<file path="config.mk">
export PLATFORM = sky130hd
export DESIGN_NAME = sg_page_splitter
export DESIGN_NICKNAME = d
export VERILOG_FILES = /design/src/rtl/sgl_pkg.sv /design/src/rtl/sgl_page_cut.sv /design/src/rtl/sgl_desc_ram.sv /design/src/rtl/sgl_walker.sv /design/src/rtl/sg_page_splitter.sv
export SDC_FILE = /design/constraint.sdc
export NUM_CORES = 2
export LEC_CHECK = 0
export BUFFER_PORTS_ARGS = -buffer_cell sky130_fd_sc_hd__buf_4
export CAP_MARGIN = 20
export CORE_MARGIN = 5
export CORE_UTILIZATION = 65
export CTS_BUF_LIST = sky130_fd_sc_hd__clkbuf_4 sky130_fd_sc_hd__clkbuf_8
export CTS_CLUSTER_SIZE = 28
export DETAILED_ROUTE_END_ITERATION = 6
export PLACE_DENSITY = 0.93
export SETUP_SLACK_MARGIN = 0.5
export SLEW_MARGIN = 15
export SYNTH_ARGS = -nofsm -noshare
export SYNTH_HDL_FRONTEND = slang
export SYNTH_HIERARCHICAL = 1
export SYNTH_SLANG_ARGS = --single-unit
</file>
<file path="constraint.sdc">
create_clock -name clk -period 12.52 [get_ports clk]
set_input_delay 0.626 -clock clk [delete_from_list [all_inputs] [get_ports clk]]
set_output_delay 0.626 -clock clk [all_outputs]
set_load 0.02 [all_outputs]
</file>
<file path="src/rtl/sgl_pkg.sv">
package sgl_pkg;

    localparam int DESC_ADDR_W = 32;
    localparam int DESC_LEN_W  = 32;
    localparam int DESC_W      = DESC_ADDR_W + DESC_LEN_W;

    typedef enum logic [1:0] {
        WK_IDLE = 2'd0,
        WK_WALK = 2'd1,
        WK_FIN  = 2'd2
    } walk_state_t;

    typedef struct packed {
        logic [DESC_LEN_W-1:0]  len;
        logic [DESC_ADDR_W-1:0] addr;
    } seg_desc_t;

    // Little-endian word layout: lane k of each field keeps byte k.
    function automatic logic [DESC_W-1:0] desc_to_word(input seg_desc_t d);
        logic [DESC_W-1:0] w;
        w = '0;
        for (int b = 0; b < DESC_ADDR_W/8; b++) begin
            w[8*b +: 8] = d.addr[8*b +: 8];
        end
        for (int b = 0; b < DESC_LEN_W/8; b++) begin
            w[DESC_ADDR_W + 8*b +: 8] = d.len[8*b +: 8];
        end
        return w;
    endfunction

    function automatic logic [DESC_LEN_W-1:0] min_len(input logic [DESC_LEN_W-1:0] a,
                                                      input logic [DESC_LEN_W-1:0] b);
        return (a < b) ? a : b;
    endfunction

endpackage

</file>
<file path="src/rtl/sgl_page_cut.sv">
module sgl_page_cut
    import sgl_pkg::*;
#(
    parameter int PAGE_BYTES = 4096
) (
    input  logic [DESC_ADDR_W-1:0] cur_addr,
    input  logic [DESC_LEN_W-1:0]  remain,
    output logic [DESC_LEN_W-1:0]  seg_len,
    output logic                   seg_last
);
    localparam logic [DESC_ADDR_W-1:0] OFS_MASK = DESC_ADDR_W'(PAGE_BYTES - 1);
    localparam logic [DESC_LEN_W-1:0]  PAGE_L   = DESC_LEN_W'(PAGE_BYTES);

    logic [DESC_LEN_W-1:0] to_page_end;

    always_comb begin
        to_page_end = PAGE_L - DESC_LEN_W'(cur_addr & OFS_MASK);
        seg_len     = min_len(remain, to_page_end);
        seg_last    = (seg_len == remain);
    end
endmodule

</file>
<file path="src/rtl/sgl_desc_ram.sv">
module sgl_desc_ram
    import sgl_pkg::*;
#(
    parameter int DEPTH = 33,
    parameter int IDX_W = 6
) (
    input  logic              clk,
    input  logic              wr_en,
    input  logic [IDX_W-1:0]  wr_idx,
    input  logic [DESC_W-1:0] wr_word,
    input  logic [IDX_W-1:0]  rd_idx,
    output logic [DESC_W-1:0] rd_word
);
    localparam logic [IDX_W:0] DEPTH_L = (IDX_W+1)'(DEPTH);

    logic [DESC_W-1:0] store [DEPTH];

    always_ff @(posedge clk) begin
        if (wr_en && ({1'b0, wr_idx} < DEPTH_L)) begin
            store[wr_idx] <= wr_word;
        end
    end

    always_ff @(posedge clk) begin
        if ({1'b0, rd_idx} < DEPTH_L) begin
            rd_word <= store[rd_idx];
        end else begin
            rd_word <= '0;
        end
    end
endmodule

</file>
<file path="src/rtl/sgl_walker.sv">
module sgl_walker
    import sgl_pkg::*;
#(
    parameter int PAGE_BYTES  = 4096,
    parameter int MAX_ENTRIES = 33,
    parameter int IDX_W       = 6,
    parameter int CNT_W       = 6
) (
    input  logic                   clk,
    input  logic                   rst,
    input  logic                   req_valid,
    output logic                   req_ready,
    input  logic [DESC_ADDR_W-1:0] req_addr,
    input  logic [DESC_LEN_W-1:0]  req_bytes,
    output logic                   wr_en,
    output logic [IDX_W-1:0]       wr_idx,
    output seg_desc_t              wr_desc,
    output logic                   done,
    output logic [CNT_W-1:0]       entry_count,
    output logic                   overflow,
    output logic                   scattered
);
    localparam logic [CNT_W-1:0]       LAST_SLOT = CNT_W'(MAX_ENTRIES - 1);
    localparam logic [CNT_W-1:0]       CAP       = CNT_W'(MAX_ENTRIES);
    localparam logic [DESC_ADDR_W-1:0] OFS_MASK  = DESC_ADDR_W'(PAGE_BYTES - 1);
    localparam logic [DESC_LEN_W:0]    PAGE_X    = (DESC_LEN_W+1)'(PAGE_BYTES);

    walk_state_t            state;
    logic [DESC_ADDR_W-1:0] cur_addr;
    logic [DESC_LEN_W-1:0]  remain;
    logic [CNT_W-1:0]       idx;
    logic                   ovf_q;
    logic                   scat_q;
    logic [DESC_LEN_W-1:0]  seg_len;
    logic                   seg_last;
    logic                   take;

    sgl_page_cut #(.PAGE_BYTES(PAGE_BYTES)) u_cut (
        .cur_addr (cur_addr),
        .remain   (remain),
        .seg_len  (seg_len),
        .seg_last (seg_last)
    );

    assign req_ready    = (state == WK_IDLE);
    assign take         = req_valid && req_ready;
    assign done         = (state == WK_FIN);
    assign entry_count  = idx;
    assign overflow     = ovf_q;
    assign scattered    = scat_q;
    assign wr_en        = (state == WK_WALK);
    assign wr_idx       = IDX_W'(idx);
    assign wr_desc.addr = cur_addr;
    assign wr_desc.len  = seg_len;

    always_ff @(posedge clk) begin
        if (rst) begin
            state    <= WK_IDLE;
            cur_addr <= '0;
            remain   <= '0;
            idx      <= '0;
            ovf_q    <= 1'b0;
            scat_q   <= 1'b0;
        end else begin
            case (state)
                WK_IDLE: begin
                    if (take) begin
                        cur_addr <= req_addr;
                        remain   <= req_bytes;
                        idx      <= '0;
                        ovf_q    <= 1'b0;
                        scat_q   <= 1'b0;
                        state    <= (req_bytes == '0) ? WK_FIN : WK_WALK;
                    end
                end
                WK_WALK: begin
                    idx      <= idx + 1'b1;
                    remain   <= remain - seg_len;
                    cur_addr <= cur_addr + seg_len;
                    if (seg_last) begin
                        scat_q <= 1'b1;
                        state  <= WK_FIN;
                    end else if (idx == LAST_SLOT) begin
                        ovf_q  <= 1'b1;
                        state  <= WK_FIN;
                    end
                end
                WK_FIN:  state <= WK_IDLE;
                default: state <= WK_IDLE;
            endcase
        end
    end

    // a written entry is never empty and never runs past its page end
    p_entry_in_page_r2: assert property (@(posedge clk) disable iff (rst)
        wr_en |-> (wr_desc.len != '0) &&
                  (({1'b0, wr_desc.addr & OFS_MASK} + {1'b0, wr_desc.len}) <= PAGE_X));

    // entries after the first start on a page boundary
    p_later_aligned_r3: assert property (@(posedge clk) disable iff (rst)
        (wr_en && wr_idx != '0) |-> ((wr_desc.addr & OFS_MASK) == '0));

    // the count never exceeds the list capacity
    p_no_overflow_r5: assert property (@(posedge clk) disable iff (rst)
        entry_count <= CAP);

    // completion is a single-cycle pulse
    p_done_pulse_r8: assert property (@(posedge clk) disable iff (rst)
        done |=> !done);

    // an empty list never carries the scattered flag
    p_empty_flat_r10: assert property (@(posedge clk) disable iff (rst)
        (done && entry_count == '0) |-> !scattered);

    // once a request is taken the block stops offering ready
    p_busy_after_take_r1: assert property (@(posedge clk) disable iff (rst)
        (req_valid && req_ready) |=> !req_ready);
endmodule

</file>
<file path="src/rtl/sg_page_splitter.sv">
module sg_page_splitter
    import sgl_pkg::*;
#(
    parameter int PAGE_BYTES  = 4096,
    parameter int MAX_ENTRIES = 33,
    localparam int IDX_W      = $clog2(MAX_ENTRIES),
    localparam int CNT_W      = $clog2(MAX_ENTRIES + 1)
) (
    input  logic                   clk,
    input  logic                   rst,
    input  logic                   req_valid,
    output logic                   req_ready,
    input  logic [DESC_ADDR_W-1:0] req_addr,
    input  logic [DESC_LEN_W-1:0]  req_bytes,
    input  logic [IDX_W-1:0]       rd_idx,
    output logic [DESC_W-1:0]      rd_data,
    output logic                   done,
    output logic [CNT_W-1:0]       entry_count,
    output logic                   overflow,
    output logic                   scattered
);
    logic             wr_en;
    logic [IDX_W-1:0] wr_idx;
    seg_desc_t        wr_desc;

    sgl_walker #(
        .PAGE_BYTES  (PAGE_BYTES),
        .MAX_ENTRIES (MAX_ENTRIES),
        .IDX_W       (IDX_W),
        .CNT_W       (CNT_W)
    ) u_walk (
        .clk         (clk),
        .rst         (rst),
        .req_valid   (req_valid),
        .req_ready   (req_ready),
        .req_addr    (req_addr),
        .req_bytes   (req_bytes),
        .wr_en       (wr_en),
        .wr_idx      (wr_idx),
        .wr_desc     (wr_desc),
        .done        (done),
        .entry_count (entry_count),
        .overflow    (overflow),
        .scattered   (scattered)
    );

    sgl_desc_ram #(
        .DEPTH (MAX_ENTRIES),
        .IDX_W (IDX_W)
    ) u_ram (
        .clk     (clk),
        .wr_en   (wr_en),
        .wr_idx  (wr_idx),
        .wr_word (desc_to_word(wr_desc)),
        .rd_idx  (rd_idx),
        .rd_word (rd_data)
    );
endmodule

</file>
==> results.ini <==
[outcome]
outcome = finished, violations left
failed_checks = DRC

[finish]
post_route_cells_drive_above_1_share_pct = 26.35
area_growth_pct = 11.84
nets = 5310
multiInputGateArea_um2 = 22280
layout.area.seq_um2 = 66200
final_area_um2 = 100400
final-instance-count-excl-fill = 7208
fillCellCount = 6474

[global_routing]
grt_usage_pct = 38.25
wire_length_of_the_first_global_routing_pass_mm = 394.8
grt_overflow_total = 0
grt_antenna_before_repair = 10
grt_pass1_vias = 55570
grt_start_max_net_pins = 108

[route]
met2WireLength_mm = 124.7
highest_layer = met5
met1_length_mm = 83.03
drt-wirelength-per-cell_um = 39.05
postRouteWirelength_mm = 281.4
met3WireLength_mm = 50.78
ant_nets = 0
first_iter_violations = 11500
post-route-drc-count = 24
via_per_inst = 7.747
dr_total_vias = 55840
drt_first_pass_iters = 7

[cts]
clock_insertion_delay_worst_skew_ns = 1.07
cts_setup_buffers = 0
clk_root_buffer_cell = sky130_fd_sc_hd__clkbuf_8
cts.path.max_buffers = 4
htree_levels = 5
cts-resized-gates = 0
clk_transition_reported_paths_ns = 0.07
cts_tree = yes
cts_made_buffers = 344
cts_sinks = 2250

[critical_path]
criticalPathCategory = register to register
critPathLaunch = u_walk/cur_addr[1]
path_max_fanout = 39
r2r_slack_ns = 4.43
critical_path.startpoint_type = register
cp-end-kind = register
critical_path.most_common_cell = sky130_fd_sc_hd__ha_1
rr_worst_depth = 23
cp_cell_sequence = inv_1 > ha_1 > or3b_4 > or4_4 > or4_4 > xnor2_1 > ha_1 > a21o_1 > a221o_1 > a311oi_1 > o21ai_2 > buf_4 > mux2_2 > ha_1 > fa_1 > a21o_1 > a2111oi_2 > o31ai_1 > a41oi_1 > o21ai_1 > a21boi_0 > xor2_1 > o22ai_1
source_of_the_worst_register_to_register_timing_path = u_walk/cur_addr[1]
max_stage_delay_ns = 0.59
cp_data_required_time_ns = 13.40
timing.critical_path.slowest_stage_cell = sky130_fd_sc_hd__mux2_2
crit-reg2reg-capture = u_walk/cur_addr[26]
critical_path_arrival_ns = 8.97

[placement]
placed_cell_area_um2 = 93040
post-dp-hpwl_mm = 142.6
port-buffer-count = 146
dp_cells = 6543
place_congestion = 0.9699

[synth]
post_synth_inst_count = 4750
main_area_contributors_after_synthesis = sky130_fd_sc_hd__edfxtp_1 (71%), sky130_fd_sc_hd__mux4_2 (10%), sky130_fd_sc_hd__dfxtp_1 (3.1%)
synth_area_leader_cell = sky130_fd_sc_hd__edfxtp_1
synth-edff-count = 2112
post_synth_instance_area_um2 = 89780
postSynthAreaPerCell_um2 = 18.90
synthFlopType = sky130_fd_sc_hd__edfxtp_1
synthMostInstantiatedCell = sky130_fd_sc_hd__edfxtp_1
synth_top_area_share_pct = 70.64
synth-seq-cells = 2250
async_flop_share_pct = 0
netlist_top_cells_count = sky130_fd_sc_hd__edfxtp_1 (2112), sky130_fd_sc_hd__mux4_2 (412), sky130_fd_sc_hd__mux2i_1 (262)
seq_area_frac_synth_pct = 73.72
synth_warn = 6
synth.distinct_cells = 83

[power]
internal_power_mw = 12.61
power_switching_mw = 4.498
static-leakage-power_nw = 33.60
combinational_group_share_of_total_power_pct = 12.3
seq_power_share_pct = 51.9
power_mw = 17.11
power_per_cell_area_nw_per_um2 = 170.4
peakVddDrop_mv = 0.09829
clk_network_pwr_share_pct = 35.8
netSwitchingFraction_pct = 26.29

[timing]
rsz0062_at_grt = no
setup_total_negative_slack_ns = 0
achievable-frequency_mhz = 123.6
finalHoldViolCount = 0
finalCritPeriodShare_pct = 64.61
drv_slew = 0
fin_skew_ns = 0.08448
min_period_ns = 8.089
hold_slack_ns = 0.06331
tightest_slew_ns = 1.289
timing.slew.headroom_pct = 14.05
finalSetupViolCount = 0

[die]
floorplan.die_area_um2 = 145700
core.rowCount = 136
num_io_pins = 147
initial_core_util_pct = 65.38
chipHeight_um = 381.6
area_of_the_core_um2 = 137300
die_w_um = 381.6

[hold_path]
hold-path-cell-count = 2
holdCritStartpoint = rst
hold-path-endpoint = u_walk/entry_count[5]
hold_wc_path_type = input pin to register

[job]
drv_cap = 0

-- flip-flops by register name, summed over array words and instances, names as in the netlist --
register / flops
u_ram/store: 2112
u_ram/rd_word: 64
u_walk/cur_addr: 32
u_walk/remain: 32
u_walk/entry_count: 6
u_walk/state: 2
u_walk/overflow: 1
u_walk/scattered: 1
-- layout make-up --
class	count	area share, %
tap	1794	2.236
clock buffer	481	5.908
clock inverter	112	0.7178
multi-input combinational	2160	22.19
antenna	9	0.02243
inverter	73	0.2779
timing repair buffer	329	2.717
sequential	2250	65.93
-- power by group through the flow --
stage	clock network (mW)	registers (mW)	logic, mW
2_1_floorplan	0	9.04	1.23
3_3_place_gp	0	9.02	1.82
3_5_place_dp	0	9.04	1.90
4_1_cts	6.10	8.88	1.95
5_1_grt	6.49	8.88	2.19
6_report	6.13	8.88	2.11
-- per-layer routing --
layer | track usage (%) | up-vias
met1 | 48.28 | 26670
met5 | 0.03307 | -
met3 | 14.61 | 1670
met4 | 23.90 | 10
li1 | - | 20300
met2 | 56.67 | 7192
-- per-stage QoR --
step	utilization (%)	setup WS, ns
6_report	73.12	4.431
3_3_place_gp	67.74	5.019
5_1_grt	73.10	4.450
4_1_cts	73.01	4.500
3_5_place_dp	67.75	4.784
2_1_floorplan	-	3.792
-- repair_timing --
item,in CTS,in global routing
hold buffers,57,0
endpoints found under the hold margin,55,0
endpoints found under the setup margin,0,0
-- cells by family (layout without fill, tap and decap cells) --
group / count (synthesis) / count (layout) / synth area share, %
other cells: 1 / 28 / 0.004177
flops: 2250 / 2250 / 73.72
xor+xnor: 70 / 70 / 0.6982
fa+ha+maj: 79 / 79 / 1.118
compound gates: 650 / 650 / 5.257
mux: 769 / 769 / 14.45
simple gates: 573 / 573 / 2.865
buf+inv: 358 / 995 / 1.890
-- layout by cell type (no fill, tap or decap), types with 30 or more instances in the layout --
cell / synthesis / layout
sky130_fd_sc_hd__clkinv_2: 0 / 40
sky130_fd_sc_hd__a311oi_1: 40 / 40
sky130_fd_sc_hd__nand3_1: 38 / 38
sky130_fd_sc_hd__clkbuf_8: 0 / 371
sky130_fd_sc_hd__mux4_2: 412 / 412
sky130_fd_sc_hd__ha_1: 77 / 77
sky130_fd_sc_hd__xnor2_1: 34 / 34
sky130_fd_sc_hd__dlygate4sd3_1: 0 / 57
sky130_fd_sc_hd__nor2_4: 0 / 32
sky130_fd_sc_hd__o22ai_1: 109 / 109
sky130_fd_sc_hd__nor2_1: 134 / 102
sky130_fd_sc_hd__inv_1: 72 / 70
sky130_fd_sc_hd__dfxtp_1: 138 / 125
sky130_fd_sc_hd__o21ai_0: 43 / 43
sky130_fd_sc_hd__buf_4: 58 / 261
sky130_fd_sc_hd__o221ai_1: 40 / 40
sky130_fd_sc_hd__mux2i_1: 262 / 255
sky130_fd_sc_hd__edfxtp_1: 2112 / 2112
sky130_fd_sc_hd__clkbuf_4: 0 / 110
sky130_fd_sc_hd__clkinv_1: 0 / 54
sky130_fd_sc_hd__mux2_2: 95 / 95
sky130_fd_sc_hd__a21o_1: 46 / 46
sky130_fd_sc_hd__a221oi_1: 58 / 58
sky130_fd_sc_hd__xor2_1: 35 / 35
sky130_fd_sc_hd__nand2_1: 261 / 260
sky130_fd_sc_hd__a21oi_1: 86 / 86
sky130_fd_sc_hd__nor3_1: 32 / 30
-- worst max path at each step --
stage                          end  slack [ns]
6_report       u_walk/cur_addr[26]        4.43
5_1_grt        u_walk/cur_addr[26]        4.45
4_1_cts        u_walk/cur_addr[26]        4.50
3_5_place_dp   u_walk/cur_addr[26]        4.78
3_3_place_gp   u_walk/cur_addr[26]        5.02
2_1_floorplan   u_ram/store[32][0]        3.79
-- worst max-delay path: cells and delay by family, from the launching register on --
kind	cells	cell delay, ns
buffers and inverters	2	0.42
AO/OA/AOI/OAI	11	3.12
flip-flops	1	0.56
multiplexers	1	0.59
adder cells (fa/ha/maj)	4	1.33
AND/OR/NAND/NOR	3	1.37
XOR/XNOR	2	0.51
Power figures use the tool's default switching activity.
